--- config.mk ---
export PLATFORM = sky130hd
export DESIGN_NAME = hpslot_ctrl
export DESIGN_NICKNAME = d
export VERILOG_FILES = /design/src/rtl/hpslot_pkg.sv /design/src/rtl/hpslot_regs.sv /design/src/rtl/hpslot_notify.sv /design/src/rtl/hpslot_ctrl.sv
export SDC_FILE = /design/constraint.sdc
export NUM_CORES = 1
export LEC_CHECK = 0
export BUFFER_PORTS_ARGS = -buffer_cell sky130_fd_sc_hd__buf_2
export CORE_MARGIN = 2
export CORE_UTILIZATION = 30
export CTS_CLUSTER_SIZE = 20
export DETAILED_ROUTE_END_ITERATION = 12
export PLACE_DENSITY = 0.61
export RECOVER_POWER = 25
export SLEW_MARGIN = 25
export SYNTH_ARGS = -nofsm -noshare
export SYNTH_HDL_FRONTEND = slang
export SYNTH_SLANG_ARGS = --single-unit
--- constraint.sdc ---
create_clock -name clk -period 1.64 [get_ports clk]
set_input_delay 0 -clock clk [delete_from_list [all_inputs] [get_ports clk]]
set_output_delay 0 -clock clk [all_outputs]
set_load 0.1 [all_outputs]
--- src/rtl/hpslot_pkg.sv ---
package hpslot_pkg;
    localparam int unsigned REG_W = 16;
    localparam int unsigned NB    = REG_W / 8;

    // control bit positions
    localparam int unsigned C_ABE  = 0;
    localparam int unsigned C_PDE  = 3;
    localparam int unsigned C_CCE  = 4;
    localparam int unsigned C_HPE  = 5;
    localparam int unsigned C_AIND = 6;
    localparam int unsigned C_PIND = 8;
    localparam int unsigned C_POFF = 10;
    localparam int unsigned C_LOCK = 11;

    // status bit positions
    localparam int unsigned S_ABP  = 0;
    localparam int unsigned S_PDC  = 3;
    localparam int unsigned S_CMD  = 4;
    localparam int unsigned S_PRES = 6;
    localparam int unsigned S_LOCK = 7;

    localparam logic [1:0] IND_ON  = 2'b01;
    localparam logic [1:0] IND_OFF = 2'b11;

    localparam logic [REG_W-1:0] EV_MASK =
        REG_W'((1 << S_ABP) | (1 << S_PDC) | (1 << S_CMD));

    typedef enum logic [1:0] {PATH_INTX, PATH_MSI, PATH_MSIX} path_e;

    typedef struct packed {
        logic abp;
        logic pdc;
        logic cmd;
        logic pres;
    } evt_t;

    function automatic logic [REG_W-1:0] ctl_wmask(bit pwr);
        logic [REG_W-1:0] m;
        m = '0;
        m[C_ABE] = 1'b1;
        m[C_PDE] = 1'b1;
        m[C_CCE] = 1'b1;
        m[C_HPE] = 1'b1;
        m[C_AIND +: 2] = 2'b11;
        if (pwr) begin
            m[C_PIND +: 2] = 2'b11;
            m[C_POFF] = 1'b1;
        end
        return m;
    endfunction

    function automatic logic [REG_W-1:0] ctl_reset(bit pwr, logic populated);
        logic [REG_W-1:0] r;
        r = '0;
        r[C_AIND +: 2] = IND_OFF;
        r[C_PIND +: 2] = (pwr && populated) ? IND_ON : IND_OFF;
        return r;
    endfunction

    function automatic logic [REG_W-1:0] evt_bits(evt_t e);
        logic [REG_W-1:0] v;
        v = '0;
        v[S_ABP]  = e.abp;
        v[S_PDC]  = e.pdc;
        v[S_CMD]  = e.cmd;
        v[S_PRES] = e.pres;
        return v;
    endfunction

    function automatic path_e pick_path(logic msix, logic msi);
        if (msix) return PATH_MSIX;
        if (msi)  return PATH_MSI;
        return PATH_INTX;
    endfunction
endpackage

--- src/rtl/hpslot_regs.sv ---
module hpslot_regs
    import hpslot_pkg::*;
#(
    parameter bit PWR_CTRL = 1'b1
) (
    input  logic             clk,
    input  logic             rst,
    input  logic             slot_populated,
    input  logic             cfg_wr,
    input  logic             cfg_sel,
    input  logic [NB-1:0]    cfg_be,
    input  logic [REG_W-1:0] cfg_wdata,
    input  logic             add_req,
    input  logic             add_boot,
    input  logic             unplug_req,
    output logic [REG_W-1:0] ctl_q,
    output logic [REG_W-1:0] sts_q,
    output logic [REG_W-1:0] ctl_n,
    output logic [REG_W-1:0] sts_n,
    output logic             clr_path,
    output logic             detach,
    output logic             busy
);
    localparam logic [REG_W-1:0] WMASK = ctl_wmask(PWR_CTRL);

    logic             ctl_wr, sts_wr, locked, refuse, lock_hit, det_n;
    logic [REG_W-1:0] ctl_merge, w1c;
    evt_t             ev;

    assign ctl_wr = cfg_wr && !cfg_sel && (|cfg_be);
    assign sts_wr = cfg_wr &&  cfg_sel && (|cfg_be);
    assign locked = sts_q[S_LOCK];
    assign refuse = (add_req || unplug_req) && locked;

    for (genvar b = 0; b < NB; b++) begin : g_lane
        assign ctl_merge[b*8 +: 8] = (ctl_wr && cfg_be[b])
            ? ((ctl_q[b*8 +: 8] & ~WMASK[b*8 +: 8]) |
               (cfg_wdata[b*8 +: 8] & WMASK[b*8 +: 8]))
            : ctl_q[b*8 +: 8];
        assign w1c[b*8 +: 8] = (sts_wr && cfg_be[b])
            ? (cfg_wdata[b*8 +: 8] & EV_MASK[b*8 +: 8]) : 8'h00;
    end

    assign lock_hit = ctl_wr && cfg_be[C_LOCK / 8] && cfg_wdata[C_LOCK];
    assign det_n    = ctl_wr && cfg_be[C_POFF / 8] && sts_q[S_PRES] &&
                      cfg_wdata[C_POFF] && (cfg_wdata[C_PIND +: 2] == IND_OFF);

    always_comb begin
        ev.cmd  = ctl_wr;
        ev.abp  = (add_req || unplug_req) && !locked;
        ev.pdc  = add_req && !locked;
        ev.pres = (add_req && !locked) || add_boot;
        ctl_n   = ctl_merge;
        sts_n   = (sts_q | evt_bits(ev)) & ~w1c;
        if (lock_hit) sts_n[S_LOCK] = ~sts_q[S_LOCK];
        if (det_n)    sts_n[S_PRES] = 1'b0;
    end

    assign clr_path = sts_wr;

    always_ff @(posedge clk) begin
        if (rst) begin
            ctl_q  <= ctl_reset(PWR_CTRL, slot_populated);
            sts_q  <= slot_populated ? REG_W'(1 << S_PRES) : '0;
            detach <= 1'b0;
            busy   <= 1'b0;
        end else begin
            ctl_q  <= ctl_n;
            sts_q  <= sts_n;
            detach <= det_n;
            busy   <= refuse;
        end
    end
endmodule

--- src/rtl/hpslot_notify.sv ---
module hpslot_notify
    import hpslot_pkg::*;
#(
    parameter int unsigned VEC_W = 5
) (
    input  logic             clk,
    input  logic             rst,
    input  logic [REG_W-1:0] ctl_n,
    input  logic [REG_W-1:0] sts_n,
    input  logic             clr_path,
    input  logic             msix_en,
    input  logic             msi_en,
    input  logic [VEC_W-1:0] msg_num,
    output logic             msg_pulse,
    output logic [VEC_W-1:0] msg_vec,
    output logic             intx
);
    logic  lvl_n, lvl_q;
    path_e path;

    assign lvl_n = ctl_n[C_HPE] && (|(ctl_n & sts_n & EV_MASK));
    assign path  = pick_path(msix_en, msi_en);

    always_ff @(posedge clk) begin
        if (rst) begin
            lvl_q     <= 1'b0;
            msg_pulse <= 1'b0;
            msg_vec   <= '0;
            intx      <= 1'b0;
        end else begin
            msg_pulse <= 1'b0;
            lvl_q     <= lvl_n;
            if (clr_path) begin
                if (path == PATH_INTX && !lvl_n) intx <= 1'b0;
            end else if (lvl_n != lvl_q) begin
                if (path == PATH_INTX) begin
                    intx <= lvl_n;
                end else begin
                    msg_pulse <= 1'b1;
                    msg_vec   <= msg_num;
                end
            end
        end
    end
endmodule

--- src/rtl/hpslot_ctrl.sv ---
module hpslot_ctrl #(
    parameter bit          PWR_CTRL = 1'b1,
    parameter int unsigned VEC_W    = 5
) (
    input  logic             clk,
    input  logic             rst,
    input  logic             slot_populated,
    input  logic             cfg_wr,
    input  logic             cfg_sel,
    input  logic [1:0]       cfg_be,
    input  logic [15:0]      cfg_wdata,
    input  logic             add_req,
    input  logic             add_boot,
    input  logic             unplug_req,
    input  logic             msix_en,
    input  logic             msi_en,
    input  logic [VEC_W-1:0] msg_num,
    output logic [15:0]      ctl_rdata,
    output logic [15:0]      sts_rdata,
    output logic             msg_pulse,
    output logic [VEC_W-1:0] msg_vec,
    output logic             intx,
    output logic             detach,
    output logic             busy
);
    logic [15:0] ctl_n, sts_n;
    logic        clr_path;

    hpslot_regs #(.PWR_CTRL(PWR_CTRL)) u_regs (
        .clk(clk), .rst(rst), .slot_populated(slot_populated),
        .cfg_wr(cfg_wr), .cfg_sel(cfg_sel), .cfg_be(cfg_be),
        .cfg_wdata(cfg_wdata), .add_req(add_req), .add_boot(add_boot),
        .unplug_req(unplug_req), .ctl_q(ctl_rdata), .sts_q(sts_rdata),
        .ctl_n(ctl_n), .sts_n(sts_n), .clr_path(clr_path),
        .detach(detach), .busy(busy)
    );

    hpslot_notify #(.VEC_W(VEC_W)) u_notify (
        .clk(clk), .rst(rst), .ctl_n(ctl_n), .sts_n(sts_n),
        .clr_path(clr_path), .msix_en(msix_en), .msi_en(msi_en),
        .msg_num(msg_num), .msg_pulse(msg_pulse), .msg_vec(msg_vec),
        .intx(intx)
    );
endmodule

# After elaboration in Yosys (flattened, before gate mapping)
# Index checks and enable logic that the tools add are counted.
# totals
ff_bits	42
latch_bits	0
ram_bits	0
romBits	0
inputBits	33
out_inout_bits	41
word_cells	72
memories	0
# classes
addsub	0
multipliers	0
div	0
magnitude_cmp	0
n_eq_ne	3
shifts	0
mux	21
bitwise	10
reduce_logical	29
# op_table
operator	n
AND 16 bit	1
logical AND 1 bit	16
2-to-1 mux 16 bit	1
2-to-1 mux 8 bit	2
inverter 8 -> 16 bit	1
bitwise OR 16 x 7 -> 16 bit	1
2-to-1 mux 1 bit	10
2-to-1 mux 10 bit	1
2-to-1 mux 2 bit	5
bitwise OR 3 x 8 -> 8 bit	1
bitwise OR 8 x 3 -> 8 bit	1
2-to-1 mux 7 bit	1
AND reduction 3 bit	2
OR reduction 3 bit	2
AND 5 bit	1
2-to-1 mux 5 bit	1
inverter 1 bit	4
nonzero test 2 bit	2
zero test 1 bit	3
equality test 2 bit (second input constant)	1
zero test 2 bit	1
logical OR 1 bit	2
inequality test 2 x 1 -> 1 bit (second input constant)	1
OR reduction 2 bit	1
inequality test 1 bit	1

# Depth between registers and ports, before layout
# depth
depth_word	13
mapped_depth	6
mapped_depth_nobuf	6

# Hierarchy
# A second synthesis with hierarchy kept.
# unflattened
hier_cells	151
hier_area_um2	1447.6
# by_module_without_submodules
module	instances	cells_each	area_each_um2	seq_area_each_um2
hpslot_regs	1	100	950.9	320.3
hpslot_notify	1	51	496.7	160.2

# Worst setup path after synthesis
# Ideal clock, no wire load.
# synth_path
path_kind	reg-to-reg
from	reg u_regs.sts_q[4]
to	reg u_notify.msg_vec[0]
setup_time_ns	0.072
arrival_time_ns	2.327
t_required_ns	1.568
path_slack_ns	-0.759
stages_incl_launch_ff	7
path_buffers	0
period_less_slack_ns	2.399
cell_sequence	dfxtp_1 > and2b_4 > a221o_1 > a222oi_1 > or3_2 > a21oi_4 > mux2i_1
# synth_via
elab_chain_len	7
# synth_lines
item	line	rtl
from (decl)	hpslot_regs.sv:17	output logic [REG_W-1:0] sts_q,
from (signal assigned)	hpslot_regs.sv:64	sts_q <= slot_populated ? REG_W'(1 << S_PRES) : '0;
from (signal assigned)	hpslot_regs.sv:69	sts_q <= sts_n;
bitwise OR 16 x 7 -> 16 bit	hpslot_regs.sv:54	sts_n = (sts_q | evt_bits(ev)) & ~w1c;
AND 16 bit	hpslot_regs.sv:54	
AND 5 bit	hpslot_notify.sv:21	assign lvl_n = ctl_n[C_HPE] && (|(ctl_n & sts_n & EV_MASK));
OR reduction 3 bit	hpslot_notify.sv:21	
logical AND 1 bit	hpslot_notify.sv:21	
inequality test 1 bit	hpslot_notify.sv:35	end else if (lvl_n != lvl_q) begin
AND reduction 3 bit (no line)	--	
to (signal assigned)	hpslot_notify.sv:40	msg_vec <= msg_num;
to (decl)	hpslot_notify.sv:15	output logic [VEC_W-1:0] msg_vec,
# Every way passes these cells.
# A chain may end at the register's enable or synchronous reset.

# Final worst setup path
# layout_path
from	reg u_regs.sts_q[4]
to	reg u_notify.msg_vec[1]
# Same word-level chain as after synthesis.

==> metrics.txt <==
status finished with violations; failing checks negative setup slack; Num CTS Buffers 3; Synth area leaders dfxtp_1 (39%), buf_4 (12%), nand2_1 (6.9%); fillers 372; top-area cell type share of the netlist area 0.385; initial core utilization 0.312; Die Area 4320 sq um; Register Area 528 sq um; Final Setup Violations 7; All-Layer GR Usage 0.118; Die W 65.7 um; top_reg_cell synth dfxtp_1; max-slew violation count 0; remaining antenna violation count 0; Synth cell types 36; largest net degree at the start of global routing 20; crit path kind flop to flop; Bufs on Longest Clock Path 2; root buffer cell clkbuf_8; WL per Instance 10.5 um; Iteration-0 DRC Markers 29; Ys Warns 0; Ports 74; Syn Inst Count 122; detailed-route via count 1032; initial antenna violation count 0; Crit-path slowest cell a222oi_1; Seq cells post-synth 24; final worst slack -0.264 ns; Max H-tree Level 1; CTS tree yes; Worst-path clk slew 0.08 ns; max_cap viols 0; WP data arrival 2.10 ns; Worst Path Required 1.83 ns; CTS sink cnt 24; unrepaired setup endpoints after global routing true; HP Class primary input to flop; Row Count 22; nets 230; Async SR Flop Fraction 0; Final Cycle Share 1.16; number of global-route vias before repair 997; Worst setup EP type flop; GRT Residual Overflow 0; area occupied by multi-input gates 572 sq um; Fmax 525 MHz; critical path peak fanout 6; n_diodes 0; EDFF count, synth 2; Placed Cells 229; Final min period 1.90 ns; # DRC 0; Reg2Reg Depth 6; Max stage delay on crit path 0.47 ns; Worst Hold Depth 2; Placeable Area 3660 sq um; met1 wire length 1150 um; Port Buf Inserts 49; VDD IR max 386 uV; Power per Cell Area 918 nW/um^2; Setup Skew 0.00439 ns; Detailed Place HPWL 2000 um; Pre-antenna DRT Iters 4; Vias/cell 4.23; Static Leak 0.000811 uW; first-pass GRT wire length 3940 um; share of cells above drive strength 1 0.423; Placer Congestion 0.750; Avg Cell Area, Syn 9.37 sq um; top sig layer met4; met2 routed WL 1170 um; Mapped Area 1140 sq um; setup tns final -1.59 ns; Synth area leader dfxtp_1; crit-path cells and2b_4, a221o_1, a222oi_1, o21ai_2, a21oi_4, mux2i_1; final hold violations 0; register area share after synthesis 0.438; Worst slew margin 0.640; final WL 2570 um; final cell count without fillers 244; met3 WL 206 um; CP startpoint kind flop; die height 65.7 um; worst-skew pair later-pin latency 0.26 ns; P&R area growth vs syn 45.2%; Slew @ Worst Pin 0.543 ns
## metal layers
| metal | vias to the layer above | track usage |
|---|---|---|
| met3 | 4 | 0.0223 |
| met1 | 458 | 0.140 |
| li1 | 527 | - |
| met2 | 43 | 0.202 |
| met5 | - | 0 |
| met4 | 0 | 0.0573 |
## metrics by stage
step                      cell area (sq um)  hold slack (ns)   util  worst slack, ns  total power, uW
after floorplan                        1230           0.0627      -           -0.283             1090
after global placement                 1500            0.238  0.408           -0.225             1160
after detailed placement               1500            0.248  0.408           -0.285             1170
after CTS                              1650          0.00558  0.451           -0.298             1530
after global routing                   1660          0.00595  0.454           -0.418             1580
final                                  1660          0.00630  0.454           -0.264             1520
## flip-flops by register name, summed over array words and instances (netlist names)
name,count
u_notify.msg_pulse,1
u_regs.sts_q,5
u_notify.msg_vec,5
u_regs.ctl_q,9
u_notify.lvl_q,1
u_notify.intx,1
u_regs.detach,1
u_regs.busy,1
## power breakdown
| part | leakage (uW) | total (uW) | internal (uW) | switching, uW |
|---|---|---|---|---|
| sequential | 0.000204 | 622 | 610 | 11.7 |
| combinational | 0.000584 | 550 | 116 | 435 |
| clock | 0.0000228 | 351 | 173 | 178 |
| total | 0.000811 | 1520 | 899 | 624 |
## Yosys cell counts (all sizes together) (2+ instances only)
library cell and number:
and2b 2, mux2i 6, dfxtp 22, or3 2
nand2 21, nor3 3, nor2 4, inv 2
and2 8, clkbuf 2, mux2 3, nand3 5
buf 18, a21oi 4, edfxtp 2
## critical path: cells and delay by family, from the launching register on
kind | cells | cell delay (ns)
multiplexers | 1 | 0.21
AND/OR/NAND/NOR | 1 | 0.15
AO/OA/AOI/OAI | 4 | 1.13
flip-flops | 1 | 0.35
## path summary, 6_finish.rpt
| check | from | endpoint | slack, ns |
|---|---|---|---|
| setup / recovery | u_regs.sts_q[4] | u_notify.msg_vec[1] | -0.26 |
| hold / removal | add_req | u_regs.busy | 0.006 |
| setup reg to reg | u_regs.sts_q[4] | u_notify.msg_vec[1] | -0.26 |
| hold reg to reg | u_notify.msg_vec[3] | u_notify.msg_vec[3] | 0.46 |
## cells in the final DEF (no fill, tap or decap), types with 2 or more instances in the layout
master	count
a21oi_1	2
nor3_1	2
nand2_1	21
dfxtp_4	7
conb_1	18
buf_2	42
and2_1	7
or3_2	2
inv_1	2
nand3_1	5
dlygate4sd3_1	11
mux2i_1	6
nor2_1	4
dfxtp_1	14
mux2_1	3
clkbuf_8	3
edfxtp_1	2
clkbuf_2	6
buf_4	12
clkbuf_1	3
## cell families after synthesis
group | share of synthesized area
AND/OR/NAND/NOR | 0.231
flip-flops | 0.438
buffers and inverters | 0.131
AO/OA/AOI/OAI | 0.107
multiplexers | 0.0821
XOR/XNOR | 0.00766
other | 0.00328
## cell type report
class                           instances  share of cell area
Multi-Input combinational cell         93               0.344
Sequential cell                        24               0.318
Timing Repair Buffer                   73               0.270
Tap cell                               48              0.0362
Clock buffer                            4              0.0271
Inverter                                2             0.00452
## repair_timing
item	in CTS	in global routing
setup endpoints to repair	8	8
endpoints found under the hold margin	12	0
pin swaps	1	0
buffers inserted	1	0
gates resized for setup	0	3
hold buffers	11	0
Note: power is estimated with default switching activity, not from simulation.
